**src/rtl/sfe_pkg.sv**
```systemverilog
// Shared definitions for the serial flash command engine.
// Assumes: field positions are fixed by the software-visible control word.
package sfe_pkg;
    typedef enum logic [1:0] {
        ST_IDLE  = 2'd0,
        ST_SHIFT = 2'd1,
        ST_GAP   = 2'd2
    } sfe_state_t;

    localparam int CTL_TXL_LSB  = 0;
    localparam int CTL_RXL_LSB  = 4;
    localparam int CTL_GO_BIT   = 7;
    localparam int CTL_IE_BIT   = 8;
    localparam int CTL_BANK_LSB = 12;
endpackage

```
**src/rtl/sfe_ctrl.sv**
```systemverilog
// Sequencer: walks the bit slots of a transfer in half-period steps and
// then times the deselect gap.
// Assumes: start is only raised while busy is low; tot_bits may be zero.
module sfe_ctrl
    import sfe_pkg::*;
#(
    parameter int BIT_W  = 7,
    parameter int DSEL_W = 4
) (
    input  logic              clk,
    input  logic              rst_n,
    input  logic              sclk_en,
    input  logic              start,
    input  logic [BIT_W-1:0]  tot_bits,
    input  logic [DSEL_W-1:0] dsel,
    output logic              busy,
    output logic              shifting,
    output logic              sck,
    output logic              rise,
    output logic              fall,
    output logic [BIT_W-1:0]  bit_idx,
    output logic              done
);
    localparam int GAP_W = DSEL_W + 1;

    sfe_state_t        state;
    logic              ph;
    logic [BIT_W-1:0]  bit_q;
    logic [BIT_W-1:0]  tot_q;
    logic [DSEL_W-1:0] dsel_q;
    logic [GAP_W-1:0]  gap_q;
    logic [GAP_W-1:0]  gap_end;

    // gap lasts 2*(dsel+1) ticks, the counter ends at 2*dsel+1
    assign gap_end = {dsel_q, 1'b1};

    // state, phase, bit and gap counters
    always_ff @(posedge clk) begin
        if (!rst_n) begin
            state  <= ST_IDLE;
            ph     <= 1'b0;
            bit_q  <= '0;
            tot_q  <= '0;
            dsel_q <= '0;
            gap_q  <= '0;
        end else begin
            case (state)
                ST_IDLE: if (start) begin
                    tot_q  <= tot_bits;
                    dsel_q <= dsel;
                    bit_q  <= '0;
                    ph     <= 1'b0;
                    gap_q  <= '0;
                    state  <= (tot_bits == '0) ? ST_GAP : ST_SHIFT;
                end
                ST_SHIFT: if (sclk_en) begin
                    if (!ph) begin
                        ph <= 1'b1;
                    end else begin
                        ph <= 1'b0;
                        if (bit_q == tot_q - BIT_W'(1)) begin
                            state <= ST_GAP;
                            gap_q <= '0;
                        end else begin
                            bit_q <= bit_q + BIT_W'(1);
                        end
                    end
                end
                ST_GAP: if (sclk_en) begin
                    if (gap_q == gap_end) state <= ST_IDLE;
                    else                  gap_q <= gap_q + GAP_W'(1);
                end
                default: state <= ST_IDLE;
            endcase
        end
    end

    // decoded strobes for the data path
    always_comb begin
        busy     = (state != ST_IDLE);
        shifting = (state == ST_SHIFT);
        sck      = shifting && ph;
        rise     = shifting && sclk_en && !ph;
        fall     = shifting && sclk_en && ph;
        bit_idx  = bit_q;
        done     = (state == ST_GAP) && sclk_en && (gap_q == gap_end);
    end
endmodule

```
**src/rtl/sfe_shift.sv**
```systemverilog
// Data path: serialises the transmit word byte 0 first, MSB first, and
// assembles received bits MSB first into a zero-cleared register.
// Assumes: load coincides with the transfer start; rise/fall come from sfe_ctrl.
module sfe_shift #(
    parameter int BYTES = 4
) (
    input  logic            clk,
    input  logic            rst_n,
    input  logic            load,
    input  logic [8*BYTES-1:0] tx_word,
    input  logic            rise,
    input  logic            fall,
    input  logic            tx_phase,
    input  logic            rx_phase,
    input  logic            miso,
    output logic            mosi,
    output logic [8*BYTES-1:0] rx_data
);
    localparam int DW = 8 * BYTES;

    logic [DW-1:0] swapped;
    logic [DW-1:0] tx_ser;

    // reverse byte order so byte 0 leaves first from the top
    for (genvar b = 0; b < BYTES; b++) begin : g_swap
        assign swapped[DW-1-8*b -: 8] = tx_word[8*b +: 8];
    end

    // transmit and receive shift registers
    always_ff @(posedge clk) begin
        if (!rst_n) begin
            tx_ser  <= '0;
            rx_data <= '0;
        end else if (load) begin
            tx_ser  <= swapped;
            rx_data <= '0;
        end else begin
            if (fall && tx_phase) tx_ser  <= {tx_ser[DW-2:0], 1'b0};
            if (rise && rx_phase) rx_data <= {rx_data[DW-2:0], miso};
        end
    end

    // serial output, held low outside the send phase
    assign mosi = tx_phase ? tx_ser[DW-1] : 1'b0;
endmodule

```
**src/rtl/sfe_csdec.sv**
```systemverilog
// Chip-select decoder: one active-low select per bank, gated by its enable.
// Assumes: bank is stable for the whole transfer.
module sfe_csdec #(
    parameter int BANKS  = 4,
    parameter int BANK_W = 2
) (
    input  logic              active,
    input  logic [BANK_W-1:0] bank,
    input  logic [BANKS-1:0]  bank_en,
    output logic [BANKS-1:0]  cs_n
);
    // one comparator per bank
    for (genvar i = 0; i < BANKS; i++) begin : g_cs
        assign cs_n[i] = !(active && (bank == BANK_W'(i)) && bank_en[i]);
    end
endmodule

```
**src/rtl/sfe_cmd_engine.sv**
```systemverilog
// Top: accepts a control-word write, latches lengths and bank, runs the
// sequencer and data path, and keeps the sticky finish flag and interrupt.
// Assumes: register decoding and serial clock division live outside.
module sfe_cmd_engine
    import sfe_pkg::*;
#(
    parameter int BYTES  = 4,
    parameter int BANKS  = 4,
    parameter int DSEL_W = 4
) (
    input  logic              clk,
    input  logic              rst_n,
    input  logic              sclk_en,
    input  logic              sw_mode,
    input  logic [BANKS-1:0]  bank_en,
    input  logic [DSEL_W-1:0] dsel,
    input  logic              ctl_wr,
    input  logic [13:0]       ctl_word,
    input  logic [8*BYTES-1:0] tx_word,
    input  logic              stat_clr,
    input  logic              miso,
    output logic              sck,
    output logic              mosi,
    output logic [BANKS-1:0]  cs_n,
    output logic [8*BYTES-1:0] rx_word,
    output logic              xfer_done,
    output logic              irq,
    output logic              busy
);
    localparam int DW     = 8 * BYTES;
    localparam int LEN_W  = 3;
    localparam int BANK_W = $clog2(BANKS);
    localparam int BIT_W  = $clog2(16 * BYTES + 1);

    logic [LEN_W-1:0]  txl_raw, rxl_raw, txl_c, rxl_c, txl_q;
    logic [BANK_W-1:0] bank_q;
    logic [BIT_W-1:0]  tot_bits, bit_idx;
    logic              start, shifting, rise, fall, done;
    logic              tx_phase, rx_phase;
    logic              ie_q, tff_q;
    logic [DW-1:0]     rx_data;
    logic              ctl_unused;

    assign ctl_unused = ^{ctl_word[3], ctl_word[11:9]};

    // decode and clamp the length fields
    always_comb begin
        txl_raw  = ctl_word[CTL_TXL_LSB +: LEN_W];
        rxl_raw  = ctl_word[CTL_RXL_LSB +: LEN_W];
        txl_c    = (txl_raw > LEN_W'(BYTES)) ? LEN_W'(BYTES) : txl_raw;
        rxl_c    = (rxl_raw > LEN_W'(BYTES)) ? LEN_W'(BYTES) : rxl_raw;
        tot_bits = (BIT_W'(txl_c) + BIT_W'(rxl_c)) << 3;
        start    = ctl_wr && ctl_word[CTL_GO_BIT] && sw_mode && !busy;
        tx_phase = shifting && (bit_idx < (BIT_W'(txl_q) << 3));
        rx_phase = shifting && !tx_phase;
    end

    // per-transfer fields, interrupt enable, finish flag, receive word
    always_ff @(posedge clk) begin
        if (!rst_n) begin
            txl_q   <= '0;
            bank_q  <= '0;
            ie_q    <= 1'b0;
            tff_q   <= 1'b0;
            rx_word <= '0;
        end else begin
            if (ctl_wr) ie_q <= ctl_word[CTL_IE_BIT];
            if (start) begin
                txl_q  <= txl_c;
                bank_q <= ctl_word[CTL_BANK_LSB +: BANK_W];
            end
            if (done) begin
                tff_q   <= 1'b1;
                rx_word <= rx_data;
            end else if (stat_clr) begin
                tff_q <= 1'b0;
            end
        end
    end

    assign xfer_done = tff_q;
    assign irq       = tff_q && ie_q;

    sfe_ctrl #(.BIT_W(BIT_W), .DSEL_W(DSEL_W)) u_ctrl (
        .clk(clk), .rst_n(rst_n), .sclk_en(sclk_en), .start(start),
        .tot_bits(tot_bits), .dsel(dsel), .busy(busy), .shifting(shifting),
        .sck(sck), .rise(rise), .fall(fall), .bit_idx(bit_idx), .done(done)
    );

    sfe_shift #(.BYTES(BYTES)) u_shift (
        .clk(clk), .rst_n(rst_n), .load(start), .tx_word(tx_word),
        .rise(rise), .fall(fall), .tx_phase(tx_phase), .rx_phase(rx_phase),
        .miso(miso), .mosi(mosi), .rx_data(rx_data)
    );

    sfe_csdec #(.BANKS(BANKS), .BANK_W(BANK_W)) u_cs (
        .active(shifting), .bank(bank_q), .bank_en(bank_en), .cs_n(cs_n)
    );
endmodule

```
**config.mk**
```make
export PLATFORM = sky130hd
export DESIGN_NAME = sfe_cmd_engine
export DESIGN_NICKNAME = d
export VERILOG_FILES = /design/src/rtl/sfe_pkg.sv /design/src/rtl/sfe_ctrl.sv /design/src/rtl/sfe_shift.sv /design/src/rtl/sfe_csdec.sv /design/src/rtl/sfe_cmd_engine.sv
export SDC_FILE = /design/constraint.sdc
export NUM_CORES = 1
export LEC_CHECK = 0
export BUFFER_PORTS_ARGS = -buffer_cell sky130_fd_sc_hd__buf_2
export CELL_PAD_IN_SITES_DETAIL_PLACEMENT = 0
export CELL_PAD_IN_SITES_GLOBAL_PLACEMENT = 1
export CORE_MARGIN = 10
export CORE_UTILIZATION = 35
export CTS_BUF_LIST = sky130_fd_sc_hd__clkbuf_8 sky130_fd_sc_hd__clkbuf_16
export DETAILED_ROUTE_END_ITERATION = 6
export GPL_ROUTABILITY_DRIVEN = 0
export PLACE_DENSITY = 0.66
export SYNTH_ARGS = -nofsm -noshare
export SYNTH_HDL_FRONTEND = slang
export SYNTH_HIERARCHICAL = 1
export SYNTH_SLANG_ARGS = --single-unit
```
**constraint.sdc**
```tcl
create_clock -name clk -period 3.1 [get_ports clk]
set_input_delay 0.155 -clock clk [delete_from_list [all_inputs] [get_ports clk]]
set_output_delay 0.155 -clock clk [all_outputs]
set_load 0.03 [all_outputs]
```
==> results of run 1 <==
synth_stat cells, drive strengths merged (2+ instances only):
| cell | n |
|---|---|
| dfxtp | 129 |
| nand2 | 112 |
| a21oi | 79 |
| mux2i | 65 |
| o21ai | 44 |
| nor2b | 39 |
| buf | 27 |
| nand3 | 17 |
| inv | 16 |
| nor2 | 15 |
| clkbuf | 14 |
| ha | 8 |
| nand2b | 7 |
| xnor2 | 7 |
| a31oi | 6 |
| and2 | 6 |
| xor2 | 6 |
| nor3 | 5 |
| a21boi | 3 |
| a21o | 3 |
| a22oi | 3 |
| nand4 | 3 |
| nand4b | 3 |
| nor4 | 3 |
| o21a | 3 |
| a311oi | 2 |
| and3 | 2 |
| o211ai | 2 |
| o22ai | 2 |
| o311ai | 2 |
flip-flops by register name, indices dropped and copies added (netlist names), 2 cells and up:
| name | flops |
|---|---|
| bank_q | 2 |
| u_shift/rx_data | 32 |
| u_ctrl/bit_idx | 7 |
| u_ctrl/gap_q | 5 |
| txl_q | 3 |
| u_ctrl/dsel_q | 4 |
| u_ctrl/state | 2 |
| u_shift/tx_ser | 32 |
| u_ctrl/tot_q | 7 |
| rx_word | 32 |
metal layers:
layer,wire length (um),vias up,global-route usage (%)
met5,0,-,0
met4,224,0,5.00
met3,904,20,4.85
met2,6400,117,20.3
met1,6240,2200,14.2
li1,-,2434,-
where the power goes:
group / leakage, uW / switching [uW] / total, uW / internal [uW]
Sequential: 0.00104 / 24.5 / 1720 / 1700
Combinational: 0.00159 / 173 / 305 / 132
Clock: 0.000260 / 746 / 1860 / 1120
layout make-up:
class | count | area, um^2 | share of cell area, %
multi-input combinational | 466 | 2900 | 40.8
sequential | 129 | 2580 | 36.3
timing repair buffer | 125 | 736 | 10.3
clock buffer | 18 | 439 | 6.18
tap | 220 | 275 | 3.87
clock inverter | 13 | 114 | 1.60
inverter | 16 | 60.1 | 0.845
antenna | 1 | 2.50 | 0.0352
worst register-to-register path: stages, from the launching register on:
cell and delay, ns:
dfxtp_1 0.39, or2_2 0.37, nand4b_1 0.22, inv_1 0.20, or3b_2 0.48, nand2_1 0.11, nand2b_1 0.27, nor3b_1 0.28
nand3_1 0.10, a31oi_1 0.18
stage by stage:
| step | instances | setup slack (ns) | hold slack, ns | power (uW) | util [%] |
|---|---|---|---|---|---|
| finish | 988 | 0.426 | 0.0145 | 3890 | 43.3 |
| global route | 988 | 0.195 | 0.0172 | 4070 | 43.3 |
| CTS | 987 | 0.445 | 0.000127 | 3940 | 43.3 |
| detailed placement | 940 | 0.470 | 0.404 | 2050 | 39.0 |
| global placement | 940 | 0.494 | 0.397 | 2040 | 39.0 |
| floorplan | 652 | 0.457 | 0.291 | 1950 | - |
cells by family after synthesis:
family          Yosys count  share of synthesized area, %
simple gates            219                          18.3
compound gates          153                          15.7
flops                   129                          44.4
mux                      66                          11.4
buf+inv                  57                          6.17
xor+xnor                 13                          1.96
fa+ha+maj                 9                          2.07
other cells               1                        0.0645
final timing paths:
kind,slack [ns],cells after the start,from,endpoint
setup / recovery,0.43,9,u_ctrl/state[1],u_ctrl/bit_idx[6]
hold reg to reg,0.46,2,txl_q[1],txl_q[1]
hold / removal,0.01,3,tx_word[23],u_shift/tx_ser[15]
setup reg to reg,0.43,9,u_ctrl/state[1],u_ctrl/bit_idx[6]
==> results.yml, run 1 <==
synthesis:
  ys.flop_type: "dfxtp_1"
  ys_async_sr_fraction_pct: 0
  ys_seq_area_share_pct: 44.4
  ys_warn_count: 6
  ys_ff_latch: 129
  yosys-top-cells-area: "dfxtp_1 (44%), mux2i_1 (11%), nand2_1 (7.2%), a21oi_1 (5.5%), nor2b_1 (4.2%)"
  yosysTopAreaCell: "dfxtp_1"
  synth_top_area_share_pct: 44.4
  synth_area_um2: 5820
  synth_cells: 647
  synth.avg_cell_area_um2: 8.99
  synth_cell_type_count: 58
  synth_edf_count: 0
run_status:
  outcome: "finished, final reports clean"
clocking:
  htree_levels: 4
  cts_tree: "yes"
  path_clk_slew_ns: 0.06
  clock-sinks: 129
  cts-hold-fix-buffers: 16
  cts-root-buf: "clkbuf_16"
  numCtsBuffers: 17
  cts_setup_buffers: 0
  cts.path.max_buffers: 2
  worstSkewPairLatency_ns: 0.41
  ctsResizeCount: 0
critical_path:
  crit_family: "simple AND/OR/NAND/NOR gates"
  path_buf_inv: 1
  worst-setup-path-type: "flop to flop"
  crit_required_ns: 3.43
  critPathSlowestCell: "or3b_2"
  critPathMaxStageDelay_ns: 0.48
  path_max_fanout: 11
  worstPathArrival_ns: 3.00
  cp-start-kind: "flop"
  end_kind: "flop"
  path_cells: "or2_2 -> nand4b_1 -> inv_1 -> or3b_2 -> nand2_1 -> nand2b_1 -> nor3b_1 -> nand3_1 -> a31oi_1"
die:
  dieWidth_um: 149
  coreArea_um2: 16400
  die_y_um: 149
  pin_count: 102
  start_util_pct: 35.4
  row_count: 47
  dieArea_um2: 22200
global_route:
  grt_max_degree: 64
  grt_pass1_wl_um: 22600
  first_global_vias: 4833
  grt_usage_pct: 12.4
  antenna_found_initial: 1
  overflow: 0
routing:
  firstDrtPassIters: 4
  drcViolationCount: 0
  avgRoutedWirePerCell_um: 13.9
  num_vias: 4771
  totalWireLength_um: 13800
  drtAntennaViolNets: 0
  via_per_inst: 4.83
  drtIter0Drc: 266
timing:
  min_period_ns: 2.67
  fin_crit_sh_pct: 86.3
  rsz0062_at_grt: "false"
  slew_viol_final: 0
  skew_ns: 0.00648
  max_freq_mhz: 374
  slew-limit-headroom_pct: 54.9
  hold_viol: 0
  final.setup.tns_ns: 0
  tightest_slew_ns: 0.672
  setup_viol: 0
cells_and_area:
  area_growth_syn_to_layout_pct: 22.2
  drive_gt1_share_pct: 21.8
  final_nets: 825
  mostFrequentLayoutCell: "dfxtp_1"
  design_area_um2: 7110
  fill_cells: 1661
  final_cell_mix: "dfxtp_1 (129), nand2_1 (111), buf_2 (97), mux2i_1 (65), a21oi_1 (64)"
placement:
  hpwl_um: 9500
  io_buffers: 97
  placed_cell_area_um2: 6390
power:
  p_leak_uw: 0.00289
  vdd_ir_drop_max_uv: 369
  power_density_nw_per_um2: 547
flow_run:
  max-cap-violations: 0
min_path:
  hp-class: "input port to flop"
No activity file was read; power rests on OpenSTA's default activity.
==> run 2, diff against run 1 <==
--- a/config.mk
+++ b/config.mk
@@ -5,15 +5,17 @@
 export SDC_FILE = /design/constraint.sdc
 export NUM_CORES = 1
 export LEC_CHECK = 0
+export ABC_AREA = 1
 export BUFFER_PORTS_ARGS = -buffer_cell sky130_fd_sc_hd__buf_2
 export CELL_PAD_IN_SITES_DETAIL_PLACEMENT = 0
 export CELL_PAD_IN_SITES_GLOBAL_PLACEMENT = 1
 export CORE_MARGIN = 10
 export CORE_UTILIZATION = 35
 export CTS_BUF_LIST = sky130_fd_sc_hd__clkbuf_8 sky130_fd_sc_hd__clkbuf_16
+export CTS_CLUSTER_SIZE = 10
 export DETAILED_ROUTE_END_ITERATION = 6
 export GPL_ROUTABILITY_DRIVEN = 0
-export PLACE_DENSITY = 0.66
+export PLACE_DENSITY = 0.69
 export SYNTH_ARGS = -nofsm -noshare
 export SYNTH_HDL_FRONTEND = slang
 export SYNTH_HIERARCHICAL = 1
==> run 2 against run 1 <==
Compared with the run above:
- worst hold slack improved by 0.0055 ns
- first-iteration DRC count grew 6.0%
- synthesized cell count up 37%
- critical endpoint unchanged
==> results.yml, run 2 <==
timing:
  min_period_ns: 2.36
  final.setup.worst_slack_ns: 0.743
  hold_viol: 0
  final.setup.tns_ns: 0
  fin_crit_sh_pct: 76.0
  tightest_slew_ns: 0.778
  rsz0062_at_grt: "false"
  slew-limit-headroom_pct: 48.0
  max_freq_mhz: 424
  slew_viol_final: 0
  skew_ns: 0.00847
  setup_viol: 0
routing:
  firstDrtPassIters: 4
  drtAntennaViolNets: 0
  avgRoutedWirePerCell_um: 13.1
  via_per_inst: 4.57
  drcViolationCount: 0
  num_vias: 5568
  totalWireLength_um: 15900
  drtIter0Drc: 282
critical_path:
  critPathSlowestCell: "dfxtp_1"
  critPathLaunch: "u_ctrl/state[1]"
  crit_required_ns: 3.45
  ff2ff_setup_slack_ns: 0.74
  worst-setup-path-type: "flop to flop"
  cp_num_cells: 13
  r2r_cells: 13
  timing.critical_path.mode_cell: "nor2_1"
  path_cells: "nor2_1 -> clkinv_1 -> inv_1 -> nand4_4 -> clkinv_2 -> nand2_1 -> buf_4 -> nand2_1 -> and2_1 -> nand2_2 -> inv_2 -> nor2_1 -> nor2_1"
  end_kind: "flop"
  cp-start-kind: "flop"
  path_buf_inv: 5
  critPathMaxStageDelay_ns: 0.36
  r2r_start: "u_ctrl/state[1]"
  worstPathArrival_ns: 2.71
  path_max_fanout: 22
  crit_family: "simple AND/OR/NAND/NOR gates"
die:
  start_util_pct: 35.8
  coreArea_um2: 17400
  die_y_um: 153
  pin_count: 102
  dieArea_um2: 23500
  row_count: 48
  dieWidth_um: 153
synthesis:
  ys.flop_type: "dfxtp_1"
  synth_cells: 888
  synth.avg_cell_area_um2: 7.00
  yosysTopAreaCell: "dfxtp_1"
  ys_async_sr_fraction_pct: 0
  synth_area_um2: 6210
  ys_ff_latch: 129
  yosysMostFrequentCell: "nand2_1"
  synth_commonest_cells: "nand2_1 (226), nor2_1 (162), dfxtp_1 (129)"
  synth_top_area_share_pct: 41.6
  ys_warn_count: 6
  synth_edf_count: 0
  ys_seq_area_share_pct: 41.6
  synth_cell_type_count: 41
  yosys-top-cells-area: "dfxtp_1 (42%), nand2_1 (14%), nor2_1 (9.8%), o21ai_0 (5.4%), a21oi_1 (4.9%)"
placement:
  io_buffers: 97
  pre_cts_slack_ns: 0.736
  hpwl_um: 10600
power:
  power.share.clock_pct: 40.1
  combPwrFrac_pct: 22.1
  vdd_ir_drop_max_uv: 417
  p_switching_uw: 1660
  switching_share_pct: 33.1
  power_density_nw_per_um2: 677
  seqPwrFrac_pct: 37.8
  internal-power_uw: 3340
  p_leak_uw: 0.00338
global_route:
  grt_usage_pct: 13.6
  grt_max_degree: 65
  antenna_found_initial: 3
  grt_pass1_wl_um: 26700
  first_global_vias: 5354
  overflow: 0
clocking:
  cts-root-buf: "clkbuf_16"
  htree_levels: 4
  cts_tree: "yes"
  cts.path.max_buffers: 2
  path_clk_slew_ns: 0.06
  numCtsBuffers: 17
  worstSkewPairLatency_ns: 0.42
  cts_setup_buffers: 0
  clock-sinks: 129
cells_and_area:
  top_regs: "rx_word: 32 flops, u_shift/rx_data: 32 flops, u_shift/tx_ser: 32 flops"
  mostFrequentLayoutCell: "nand2_1"
  final_cell_mix: "nand2_1 (226), nor2_1 (161), dfxtp_1 (129), buf_2 (97), o21ai_0 (67)"
  drive_gt1_share_pct: 19.9
  multi_input_area_um2: 3050
  seq_area_um2: 2580
  area_growth_syn_to_layout_pct: 18.8
  fill_cells: 1869
  final_nets: 1050
flow_run:
  max-cap-violations: 0
min_path:
  worstHoldPathCells: 3
  hp-class: "input port to flop"
  hp-start: "ctl_word[0]"
run_status:
  outcome: "finished, final reports clean"
[run 2: changes by cell type in the layout (fill, tap and decap cells not counted), moves of 9 or more]
cell / previous run / this run
o21ai_2: 0 / 12
nor2_1: 14 / 161
inv_2: 1 / 10
a21oi_2: 15 / 2
inv_1: 15 / 54
mux2i_1: 65 / 0
o21ai_0: 39 / 67
nand2_1: 111 / 226
nand3_1: 17 / 54
nor2b_1: 39 / 0
nor2_2: 0 / 18
[run 2: cell type report]
class | instances | share of cell area, %
Antenna cell | 2 | 0.0678
Clock buffer | 17 | 5.77
Tap cell | 225 | 3.82
Inverter | 67 | 3.49
Multi-Input combinational cell | 653 | 41.3
Clock inverter | 14 | 2.14
Timing Repair Buffer | 112 | 8.38
Sequential cell | 129 | 35.0
[run 2: metal layers]
| layer | up-vias | share of wire (%) | track usage [%] |
|---|---|---|---|
| met2 | 95 | 43 | 21.0 |
| met5 | - | 0.082 | 0 |
| li1 | 2995 | - | - |
| met1 | 2462 | 50 | 17.4 |
| met3 | 14 | 5.3 | 4.69 |
| met4 | 2 | 1.2 | 4.36 |
[run 2: power by group through the flow]
stage                     sequential (uW)  combinational, uW  clock [uW]
after global routing                 1910               1270        2120
final                                1890               1110        2000
after global placement               1930               1100           0
after CTS                            1890               1120        2050
after detailed placement             1930               1100           0
after floorplan                      1900                930           0
[run 2: path summary, 6_finish.rpt]
path,to
setup / recovery,u_ctrl/bit_idx[6]
hold / removal,txl_q[0]
setup reg to reg,u_ctrl/bit_idx[6]
hold reg to reg,u_ctrl/dsel_q[2]
[run 2: cell families after synthesis]
family / Yosys count / share of synthesized area (%)
simple gates: 485 / 33.2
compound gates: 148 / 12.9
flops: 129 / 41.6
buf+inv: 111 / 9.67
fa+ha+maj: 9 / 1.93
xor+xnor: 5 / 0.705
other cells: 1 / 0.0604
[run 2: timing repair]
action	CTS	global route
resized for setup	0	0
hold endpoints to repair	7	0
hold buffers	8	0
[run 2: worst register-to-register path, delay by kind of cell, from the launching register on]
kind | cells | cell delay [ns]
buffers and inverters | 5 | 0.78
flip-flops | 1 | 0.36
AND/OR/NAND/NOR | 8 | 1.15
[run 2: stage by stage]
step	hold WS (ns)	instance area (um^2)	total power, uW	util, %	cells
3_3_place_gp	0.393	6710	3030	38.7	1178
6_report	0.0201	7380	5000	42.5	1219
5_1_grt	0.0366	7370	5310	42.5	1217
3_5_place_dp	0.403	6710	3030	38.7	1178
4_1_cts	0.00989	7370	5060	42.5	1217
2_1_floorplan	0.248	6230	2830	-	893
==> run 3, diff against run 2 <==
--- a/config.mk
+++ b/config.mk
@@ -15,7 +15,7 @@
 export CTS_CLUSTER_SIZE = 10
 export DETAILED_ROUTE_END_ITERATION = 6
 export GPL_ROUTABILITY_DRIVEN = 0
-export PLACE_DENSITY = 0.69
+export PLACE_DENSITY = 0.72
 export SYNTH_ARGS = -nofsm -noshare
 export SYNTH_HDL_FRONTEND = slang
 export SYNTH_HIERARCHICAL = 1
==> constraint.sdc (replaced) <==
create_clock -name clk -period 2.1 [get_ports clk]
set_input_delay 0.105 -clock clk [delete_from_list [all_inputs] [get_ports clk]]
set_output_delay 0.105 -clock clk [all_outputs]
set_load 0.03 [all_outputs]
==> run 3 against run 2 <==
Compared with the run above:
- cell count increased by 1.2%
- first-iteration DRC count grew 17%
- sequential power is 48% higher
- register-to-register slack worse by 0.54 ns
- sequential share of layout area shrank 0.92 points
- clock power up 55%
- worst setup slack worse by 0.57 ns
- power up 52%
- highest routed layer is now met4
- non-clock buffer count is 16 higher
- largest power group unchanged
==> results.yml, run 3 (same netlist as run 2, synthesis figures left out) <==
routing:
  num_vias: 5689
  drtAntennaViolNets: 0
  drcViolationCount: 0
  firstDrtPassIters: 5
  avgRoutedWirePerCell_um: 13.0
  drtIter0Drc: 329
  totalWireLength_um: 16000
  via_per_inst: 4.61
cells_and_area:
  top_regs: "rx_word: 32 flops, u_shift/rx_data: 32 flops, u_shift/tx_ser: 32 flops"
  area_growth_syn_to_layout_pct: 22.0
  multi_input_area_um2: 3070
  drive_gt1_share_pct: 21.2
  final_nets: 1066
  mostFrequentLayoutCell: "nand2_1"
  fill_cells: 1814
  seq_area_um2: 2580
  final_cell_mix: "nand2_1 (226), nor2_1 (161), dfxtp_1 (129), buf_2 (96), o21ai_0 (67)"
  antennaDiodeCount: 0
critical_path:
  cp-start-kind: "flop"
  crit_required_ns: 2.00
  path_cells: "inv_1 -> ha_1 -> nand2_1 -> nand2_1 -> nand2_1 -> nand2_1 -> nor2_1 -> nand2_1 -> inv_1 -> buf_2"
  path_buf_inv: 3
  path_max_fanout: 2
  critPathMaxStageDelay_ns: 0.30
  crit_family: "simple AND/OR/NAND/NOR gates"
  worst-setup-path-type: "flop to output pin"
  worstPathArrival_ns: 1.82
  end_kind: "output pin"
  critPathSlowestCell: "dfxtp_1"
  timing.critical_path.mode_cell: "nand2_1"
power:
  power_density_nw_per_um2: 1000
  vdd_ir_drop_max_uv: 557
  p_leak_uw: 0.00349
  total_power_uw: 7580
timing:
  final.setup.tns_ns: 0
  fin_crit_sh_pct: 91.5
  skew_ns: 0.00985
  setup_viol: 0
  hold_ws_ns: 0.0246
  final.setup.worst_slack_ns: 0.178
  slew_viol_final: 0
  hold_viol: 0
  slew-limit-headroom_pct: 50.9
  min_period_ns: 1.92
  rsz0062_at_grt: "false"
  max_freq_mhz: 520
  tightest_slew_ns: 0.735
clocking:
  cts_tree: "yes"
  path_clk_slew_ns: 0.06
  htree_levels: 4
  numCtsBuffers: 17
  cts.path.max_buffers: 2
  clock-sinks: 129
  worstSkewPairLatency_ns: 0.42
  cts-root-buf: "clkbuf_16"
global_route:
  grt_usage_pct: 13.6
  antenna_found_initial: 0
  grt_pass1_wl_um: 26700
  first_global_vias: 5390
  overflow: 0
  grt_max_degree: 65
die:
  dieWidth_um: 153
  die_y_um: 153
  dieArea_um2: 23500
  coreArea_um2: 17400
  pin_count: 102
  start_util_pct: 35.8
  row_count: 48
flow_run:
  max-cap-violations: 0
min_path:
  hp-class: "input port to flop"
run_status:
  outcome: "finished, final reports clean"
placement:
  io_buffers: 97
  hpwl_um: 11000
  pre_cts_slack_ns: 0.0835
-- run 3: cell types whose count changed in the layout (fill, tap and decap cells not counted), sizes merged, moves of 2 or more --
cell / before / now
buf: 104 / 115
clkinv: 8 / 5
diode: 2 / 0
dlygate4sd3: 8 / 12
-- run 3: path summary, 6_finish.rpt --
path	from	to	slack [ns]	depth (start not counted)
setup / recovery	txl_q[1]	mosi	0.18	10
hold / removal	tx_word[21]	u_shift/tx_ser[13]	0.02	5
setup reg to reg	u_ctrl/state[0]	u_shift/rx_data[2]	0.20	8
hold reg to reg	u_ctrl/dsel_q[3]	u_ctrl/dsel_q[3]	0.48	2
-- run 3: through the flow --
| step | std cells | cell area [um^2] | util [%] |
|---|---|---|---|
| 2_1_floorplan | 893 | 6230 | - |
| 3_3_place_gp | 1190 | 6810 | 39.3 |
| 3_5_place_dp | 1190 | 6810 | 39.3 |
| 4_1_cts | 1235 | 7560 | 43.6 |
| 5_1_grt | 1234 | 7580 | 43.7 |
| 6_report | 1234 | 7580 | 43.7 |
-- run 3: per-layer routing --
layer | wire, um | vias up | part of all wire (%) | GRT usage [%]
met5 | 0 | - | 0 | 0
met3 | 910 | 18 | 5.7 | 4.55
li1 | - | 3027 | - | -
met2 | 7170 | 117 | 45 | 21.0
met4 | 247 | 0 | 1.5 | 4.86
met1 | 7710 | 2527 | 48 | 17.1
-- run 3: tightest hold or removal path: stages --
cell and delay [ns]:
buf_2 0.09, nand2_1 0.05, nand2_1 0.05, nand2_1 0.05
a21oi_1 0.05
-- run 3: timing repair --
| item | CTS | global route |
|---|---|---|
| endpoints found under the hold margin | 12 | 0 |
| hold buffers | 13 | 0 |
| setup endpoints to repair | 0 | 7 |
| gates resized for setup | 0 | 7 |
| buffers inserted | 0 | 0 |
-- run 3: final cells by class --
cell class,count,area share [%]
clock buffers,18,5.79
flip-flops and latches,129,34.1
well taps,225,3.71
clock inverters,14,2.34
multi-input cells,653,40.5
repair buffers,128,10.1
inverters,67,3.40
-- run 3: power by group --
part	leakage [uW]	switching, uW	internal, uW
clock network	0.000296	1180	1920
registers	0.00104	166	2620
logic	0.00215	1090	606
